==> config.mk <==
export PLATFORM = sky130hd
export DESIGN_NAME = xfer_walk2d
export DESIGN_NICKNAME = d
export VERILOG_FILES = /design/src/rtl/xfer_walk2d_pkg.sv /design/src/rtl/xfer_walk2d_side.sv /design/src/rtl/xfer_walk2d_count.sv /design/src/rtl/xfer_walk2d.sv
export SDC_FILE = /design/constraint.sdc
export NUM_CORES = 1
export LEC_CHECK = 0
export ABC_AREA = 1
export BUFFER_PORTS_ARGS = -buffer_cell sky130_fd_sc_hd__buf_4
export CAP_MARGIN = 20
export CORE_MARGIN = 3
export CORE_UTILIZATION = 60
export DETAILED_ROUTE_END_ITERATION = 8
export GPL_ROUTABILITY_DRIVEN = 0
export GPL_TIMING_DRIVEN = 0
export PLACE_DENSITY = 0.88
export SLEW_MARGIN = 30
export SYNTH_ARGS = -nofsm -noshare
export SYNTH_HDL_FRONTEND = slang
export SYNTH_SLANG_ARGS = --single-unit
==> constraint.sdc <==
create_clock -name clk -period 6.4 [get_ports clk]
set_input_delay 0.32 -clock clk [delete_from_list [all_inputs] [get_ports clk]]
set_output_delay 0.32 -clock clk [all_outputs]
set_load 0.005 [all_outputs]
==> src/rtl/xfer_walk2d_pkg.sv <==
package xfer_walk2d_pkg;

   typedef enum logic [1:0] {
      AM_FIXED = 2'd0,
      AM_BUMP  = 2'd1,
      AM_SKIP1 = 2'd2,
      AM_SKIP2 = 2'd3
   } amode_e;

   localparam logic [1:0] SZ_B8  = 2'd0;
   localparam logic [1:0] SZ_B16 = 2'd1;
   localparam logic [1:0] SZ_B32 = 2'd2;

   function automatic logic [2:0] size_bytes(input logic [1:0] code);
      case (code)
         SZ_B8:   size_bytes = 3'd1;
         SZ_B16:  size_bytes = 3'd2;
         default: size_bytes = 3'd4;
      endcase
   endfunction

endpackage

==> src/rtl/xfer_walk2d_side.sv <==
module xfer_walk2d_side
   import xfer_walk2d_pkg::*;
#(
   parameter int ADDR_W = 32,
   parameter int IDX_W  = 16
) (
   input  logic              clk,
   input  logic              rst_n,
   input  logic              load_i,
   input  logic [ADDR_W-1:0] base_i,
   input  logic [1:0]        mode_i,
   input  logic [IDX_W-1:0]  eidx_i,
   input  logic [IDX_W-1:0]  fidx_i,
   input  logic [1:0]        size_i,
   input  logic              step_elem_i,
   input  logic              step_frame_i,
   output logic [ADDR_W-1:0] addr_o
);

   amode_e            mode_q;
   logic [IDX_W-1:0]  eidx_q, fidx_q;
   logic [ADDR_W-1:0] addr_q, eidx_x, fidx_x, unit, step_e, step_f;

   generate
      if (IDX_W >= ADDR_W) begin : g_trunc
         assign eidx_x = eidx_q[ADDR_W-1:0];
         assign fidx_x = fidx_q[ADDR_W-1:0];
      end else begin : g_sext
         assign eidx_x = {{(ADDR_W-IDX_W){eidx_q[IDX_W-1]}}, eidx_q};
         assign fidx_x = {{(ADDR_W-IDX_W){fidx_q[IDX_W-1]}}, fidx_q};
      end
   endgenerate

   assign unit = ADDR_W'(size_bytes(size_i));

   always_comb begin
      case (mode_q)
         AM_FIXED: begin
            step_e = '0;
            step_f = '0;
         end
         AM_BUMP: begin
            step_e = unit;
            step_f = unit;
         end
         AM_SKIP1: begin
            step_e = unit + eidx_x - ADDR_W'(1);
            step_f = step_e;
         end
         default: begin
            step_e = unit + eidx_x - ADDR_W'(1);
            step_f = unit + fidx_x - ADDR_W'(1);
         end
      endcase
   end

   always_ff @(posedge clk or negedge rst_n) begin
      if (!rst_n) begin
         mode_q <= AM_BUMP;
         eidx_q <= '0;
         fidx_q <= '0;
         addr_q <= '0;
      end else if (load_i) begin
         mode_q <= amode_e'(mode_i);
         eidx_q <= eidx_i;
         fidx_q <= fidx_i;
         addr_q <= base_i;
      end else if (step_frame_i) begin
         addr_q <= addr_q + step_f;
      end else if (step_elem_i) begin
         addr_q <= addr_q + step_e;
      end
   end

   assign addr_o = addr_q;

endmodule

==> src/rtl/xfer_walk2d_count.sv <==
module xfer_walk2d_count #(
   parameter int ECNT_W = 24,
   parameter int FCNT_W = 16
) (
   input  logic              clk,
   input  logic              rst_n,
   input  logic              load_i,
   input  logic [ECNT_W-1:0] ecnt_i,
   input  logic [FCNT_W-1:0] fcnt_i,
   input  logic              next_elem_i,
   input  logic              next_frame_i,
   output logic              last_elem_o,
   output logic              last_frame_o,
   output logic              half_o,
   output logic              next_last_o
);

   logic [ECNT_W-1:0] ecnt_q, e_pos;
   logic [FCNT_W-1:0] fcnt_q, f_pos;

   always_ff @(posedge clk or negedge rst_n) begin
      if (!rst_n) begin
         ecnt_q <= '0;
         fcnt_q <= '0;
         e_pos  <= '0;
         f_pos  <= '0;
      end else if (load_i) begin
         ecnt_q <= ecnt_i;
         fcnt_q <= fcnt_i;
         e_pos  <= '0;
         f_pos  <= '0;
      end else if (next_frame_i) begin
         e_pos  <= '0;
         f_pos  <= f_pos + FCNT_W'(1);
      end else if (next_elem_i) begin
         e_pos  <= e_pos + ECNT_W'(1);
      end
   end

   assign last_elem_o  = (e_pos == ecnt_q - ECNT_W'(1));
   assign last_frame_o = (f_pos == fcnt_q - FCNT_W'(1));
   assign half_o       = ((e_pos + ECNT_W'(1)) == (ecnt_q >> 1));
   assign next_last_o  = (({1'b0, f_pos} + (FCNT_W+1)'(2)) == {1'b0, fcnt_q});

endmodule

==> src/rtl/xfer_walk2d.sv <==
module xfer_walk2d
   import xfer_walk2d_pkg::*;
#(
   parameter int ADDR_W = 32,
   parameter int ECNT_W = 24,
   parameter int FCNT_W = 16,
   parameter int IDX_W  = 16
) (
   input  logic              clk,
   input  logic              rst_n,
   input  logic              start_i,
   input  logic              abort_i,
   input  logic              ack_i,
   input  logic [ADDR_W-1:0] src_base_i,
   input  logic [ADDR_W-1:0] dst_base_i,
   input  logic [ECNT_W-1:0] elem_cnt_i,
   input  logic [FCNT_W-1:0] frame_cnt_i,
   input  logic [1:0]        size_i,
   input  logic [1:0]        src_mode_i,
   input  logic [1:0]        dst_mode_i,
   input  logic [IDX_W-1:0]  src_eidx_i,
   input  logic [IDX_W-1:0]  src_fidx_i,
   input  logic [IDX_W-1:0]  dst_eidx_i,
   input  logic [IDX_W-1:0]  dst_fidx_i,
   output logic              busy_o,
   output logic [ADDR_W-1:0] rd_addr_o,
   output logic [ADDR_W-1:0] wr_addr_o,
   output logic [1:0]        size_o,
   output logic              ev_half_o,
   output logic              ev_frame_o,
   output logic              ev_last_frame_o,
   output logic              ev_block_o
);

   localparam int NSIDE = 2;

   generate
      if (ADDR_W < 8) begin : g_bad_addr
         $error("xfer_walk2d: ADDR_W must be at least 8");
      end
      if (ECNT_W < 2 || FCNT_W < 2) begin : g_bad_cnt
         $error("xfer_walk2d: count widths must be at least 2");
      end
      if (IDX_W < 2) begin : g_bad_idx
         $error("xfer_walk2d: IDX_W must be at least 2");
      end
   endgenerate

   logic busy_q, stop_pend_q;
   logic [1:0] size_q;
   logic ev_half_q, ev_frame_q, ev_lf_q, ev_blk_q;

   logic last_elem, last_frame, half_hit, next_last;
   logic go, acc, elem_end, frame_end, blk_end, stop_now;

   assign go        = start_i && !busy_q && (elem_cnt_i != '0) && (frame_cnt_i != '0);
   assign acc       = busy_q && ack_i;
   assign elem_end  = acc && !last_elem;
   assign frame_end = acc && last_elem && !last_frame;
   assign blk_end   = acc && last_elem && last_frame;
   assign stop_now  = acc && (stop_pend_q || abort_i);

   xfer_walk2d_count #(
      .ECNT_W(ECNT_W),
      .FCNT_W(FCNT_W)
   ) u_count (
      .clk          (clk),
      .rst_n        (rst_n),
      .load_i       (go),
      .ecnt_i       (elem_cnt_i),
      .fcnt_i       (frame_cnt_i),
      .next_elem_i  (elem_end),
      .next_frame_i (frame_end),
      .last_elem_o  (last_elem),
      .last_frame_o (last_frame),
      .half_o       (half_hit),
      .next_last_o  (next_last)
   );

   logic [NSIDE-1:0][ADDR_W-1:0] base_a, addr_a;
   logic [NSIDE-1:0][1:0]        mode_a;
   logic [NSIDE-1:0][IDX_W-1:0]  eidx_a, fidx_a;

   assign base_a = {dst_base_i, src_base_i};
   assign mode_a = {dst_mode_i, src_mode_i};
   assign eidx_a = {dst_eidx_i, src_eidx_i};
   assign fidx_a = {dst_fidx_i, src_fidx_i};

   generate
      for (genvar s = 0; s < NSIDE; s++) begin : g_side
         xfer_walk2d_side #(
            .ADDR_W(ADDR_W),
            .IDX_W (IDX_W)
         ) u_side (
            .clk          (clk),
            .rst_n        (rst_n),
            .load_i       (go),
            .base_i       (base_a[s]),
            .mode_i       (mode_a[s]),
            .eidx_i       (eidx_a[s]),
            .fidx_i       (fidx_a[s]),
            .size_i       (size_q),
            .step_elem_i  (elem_end),
            .step_frame_i (frame_end),
            .addr_o       (addr_a[s])
         );
      end
   endgenerate

   always_ff @(posedge clk or negedge rst_n) begin
      if (!rst_n) begin
         busy_q      <= 1'b0;
         stop_pend_q <= 1'b0;
         size_q      <= SZ_B32;
         ev_half_q   <= 1'b0;
         ev_frame_q  <= 1'b0;
         ev_lf_q     <= 1'b0;
         ev_blk_q    <= 1'b0;
      end else begin
         ev_half_q  <= acc && half_hit;
         ev_frame_q <= acc && last_elem;
         ev_blk_q   <= blk_end;
         ev_lf_q    <= (go && (frame_cnt_i == FCNT_W'(1)))
                    || (frame_end && next_last && !stop_pend_q && !abort_i);
         if (go) begin
            busy_q      <= 1'b1;
            stop_pend_q <= 1'b0;
            size_q      <= size_i;
         end else if (acc) begin
            if (blk_end || stop_now) busy_q <= 1'b0;
            stop_pend_q <= 1'b0;
         end else if (busy_q && abort_i) begin
            stop_pend_q <= 1'b1;
         end
      end
   end

   assign busy_o          = busy_q;
   assign rd_addr_o       = addr_a[0];
   assign wr_addr_o       = addr_a[1];
   assign size_o          = size_q;
   assign ev_half_o       = ev_half_q;
   assign ev_frame_o      = ev_frame_q;
   assign ev_last_frame_o = ev_lf_q;
   assign ev_block_o      = ev_blk_q;

endmodule

==> flow_metrics.tcl <==
set metrics [dict create \
    register_area_sq_um 5510 \
    drv_cap 0 \
    crit_fanout 8 \
    p_leak_nw 12.0 \
    powerDensity_nw_per_um2 639 \
    drt_pass1_iterations 9 \
    multi_input_area_sq_um 12300 \
    dp_hpwl_um 53900 \
    post-route-period-util_pct 93.7 \
    drc_errors 1 \
    synth_top_area_cell "dfrtp_1" \
    ys_async_sr_fraction_pct 100 \
    clkPwrFrac_pct 9.8 \
    totalNegativeSetupSlack_ps 0 \
    synth_area_per_cell_sq_um 6.54 \
    numCtsBuffers 25 \
    vdd_drop_max_uv 372 \
    cp_common_cell "nand2_1" \
    grtUsageTotal_pct 38.9 \
    finish.net_count 3638 \
    wl_per_cell_um 18.7 \
    synth_area_leaders "dfrtp_1 (28%), nand2_1 (15%), inv_1 (7.2%)" \
    ys_ff_latch 220 \
    total_power_mw 15.1 \
    syn_to_final_growth_pct 20.0 \
    required_ps 6880 \
    relSlewSlack_pct 27.5 \
    htree_levels 1 \
    vias_per_cell 6.10 \
    first_iter_violations 2784 \
    cts_sinks 220 \
    critical_path_class "reg2reg" \
    timing.fmax_mhz 167 \
    start_kind "register" \
    cp_data_arrival_time_ps 6480 \
    numPortBuffers 249 \
    synth_fp_nets 3299 \
    wirelength_um 71300 \
    hold_path_class "in2reg" \
    worst_pin_slew_ps 1090 \
    hold_viol 0 \
    clock_path_buffers 3 \
    clk_pin_slew_worst_paths_ps 70 \
    rows 65 \
    start_util_pct 61.6 \
    ant_nets 0 \
    yosysSeqAreaShare_pct 28.0 \
    core_area_sq_um 32000 \
    critPathMaxStageDelay_ps 570 \
    tritoncts "done" \
    synth_area_sq_um 19700 \
    synth-edff-count 0 \
    rrSetupSlack_ps 400 \
    setup_viol 0 \
    p_int_mw 6.81 \
    slowest_stage "o21ai_0" \
    synth_cell_types 60 \
    antenna_found_initial 1 \
    grt_max_degree 70 \
    grt_pass1_wl_um 112000 \
    io_pins 250 \
    outcome "finished, violations left" \
    clkLatencyLatePin_ps 570 \
    endpoint_kind "register" \
    synth_top_area_share_pct 27.6 \
    fin_hold_ws_ps 8.44 \
    synth_warnings 0 \
    vias 23200 \
    fill_cells 2482 \
    die_x_um 187 \
    skew_ps 46.5 \
    combPwrFrac_pct 72.2 \
    swShare_pct 54.9 \
    grt_pass1_vias 22500 \
    drive_gt1_share_pct 11.8 \
    die_h_um 187 \
    synth_ff_type "dfrtp_1" \
    p_switching_mw 8.29 \
    netlist_instances 3011 \
    die_area_sq_um 35000 \
    grt.overflow.total 0 \
    drv_slew 0 \
    seq_power_share_pct 17.9 \
    rsz0062_at_grt "false" \
    cts_root_buf "clkbuf_16" \
    layout_min_cycle_time_ps 6000 \
    violations "design-rule violations" \
    post-route-util_pct 73.9 \
]
[sequential cells by signal (all words and copies together), names as in the netlist, 2 cells and up]
register,flops
g_side.u_side.fidx_q,32
g_side.u_side.eidx_q,32
g_side.u_side.addr_o,64
u_count.fcnt_q,16
u_count.f_pos,16
u_count.e_pos,24
u_count.ecnt_q,24
size_o,2
g_side.u_side.mode_q,4
[synthesized netlist by cell type, types with 14 or more instances]
master,count
nand2_1,811
inv_1,380
nor2_1,269
o21ai_0,268
dfrtp_1,217
nand3_1,174
a21oi_1,160
ha_1,105
xor2_1,103
nand4_1,65
clkbuf_1,55
xnor2_1,55
a31oi_1,46
nor3_1,32
or2_2,27
o21ai_1,23
o22ai_1,17
o31ai_1,17
nor4_1,15
nand3b_1,14
nor2_2,14
[kinds of logic after synthesis]
logic type	count (synthesis)	synth area share, %
adder cells (fa/ha/maj)	109	7.08
XOR/XNOR	158	7.03
flip-flops	220	28.0
AO/OA/AOI/OAI	594	16.7
buffers and inverters	476	9.40
AND/OR/NAND/NOR	1454	31.8
[layer usage]
metal	track usage [%]	vias up	wire, um
met1	46.4	10500	25400
li1	-	10600	-
met4	24.8	2	5560
met2	63.8	1649	31800
met5	0	-	12
met3	8.45	433	8440
[cell type report]
| type | instances | share of cell area [%] |
|---|---|---|
| inverter | 390 | 6.20 |
| buffer | 86 | 1.64 |
| multi-input combinational | 2315 | 52.2 |
| antenna | 1 | 0.0106 |
| clock buffer | 35 | 3.02 |
| clock inverter | 10 | 0.477 |
| sequential | 220 | 23.3 |
| tap | 435 | 2.30 |
| timing repair buffer | 312 | 10.8 |
[worst paths after layout]
check,startpoint,end,cells after the start
max in group asynchronous,rst_n,g_side[1].u_side.mode_q[0],4
worst min register to register,u_count.fcnt_q[15],u_count.fcnt_q[15],2
worst max register to register,size_o[1],g_side[0].u_side.addr_o[23],33
worst max-delay path,size_o[1],g_side[0].u_side.addr_o[23],33
min in group asynchronous,rst_n,u_count.fcnt_q[8],2
worst min-delay path,dst_fidx_i[14],g_side[1].u_side.fidx_q[14],3
[cells in the final DEF, fill, tap and decap left out, types with 6 or more instances in the layout]
master	netlist	final
nand2_1	811	811
inv_1	380	380
nor2_1	269	269
o21ai_0	268	264
buf_4	10	259
dfrtp_1	217	217
nand3_1	174	174
a21oi_1	160	160
ha_1	105	105
xor2_1	103	103
nand4_1	65	65
clkbuf_1	55	60
dlygate4sd3_1	0	59
xnor2_1	55	55
a31oi_1	46	46
nor3_1	32	32
or2_2	27	27
o21ai_1	23	26
clkbuf_16	0	25
o31ai_1	17	17
o22ai_1	17	17
nor2_2	14	14
nand3b_1	14	14
nor4_1	15	14
buf_2	13	13
a21o_1	12	12
o211ai_1	10	10
nand2_2	9	9
o21a_1	9	9
inv_2	7	7
a21boi_0	7	6
[power groups by stage]
stage	Clock (mW)	Combinational, mW	Sequential (mW)
after CTS	1.48	10.4	2.66
after detailed placement	0	10.3	2.67
final	1.49	10.9	2.71
after floorplan	0	7.66	2.45
after global placement	0	9.88	2.65
after global routing	1.53	12.0	2.75
[through the flow]
step	instances	instance area [sq um]	setup WS [ps]
4_1_cts	3802	23600	196
6_report	3804	23600	402
2_1_floorplan	3011	19700	1490
3_3_place_gp	3695	22100	554
3_5_place_dp	3698	22200	264
5_1_grt	3803	23600	13.9
[timing repair]
action	4_1_cts	5_1_grt
endpoints found under the hold margin	98	0
resized for setup	0	8
setup endpoints to repair	0	15
hold buffers	59	0
setup buffers	0	1
[critical path: cells and delay by family (launching register included)]
kind,cells,cell delay (ps)
buffers and inverters,5,490
XOR/XNOR,1,180
adder cells (fa/ha/maj),3,790
flip-flops,1,560
AND/OR/NAND/NOR,17,2210
AO/OA/AOI/OAI,7,1660
Power figures use the tool's default switching activity.
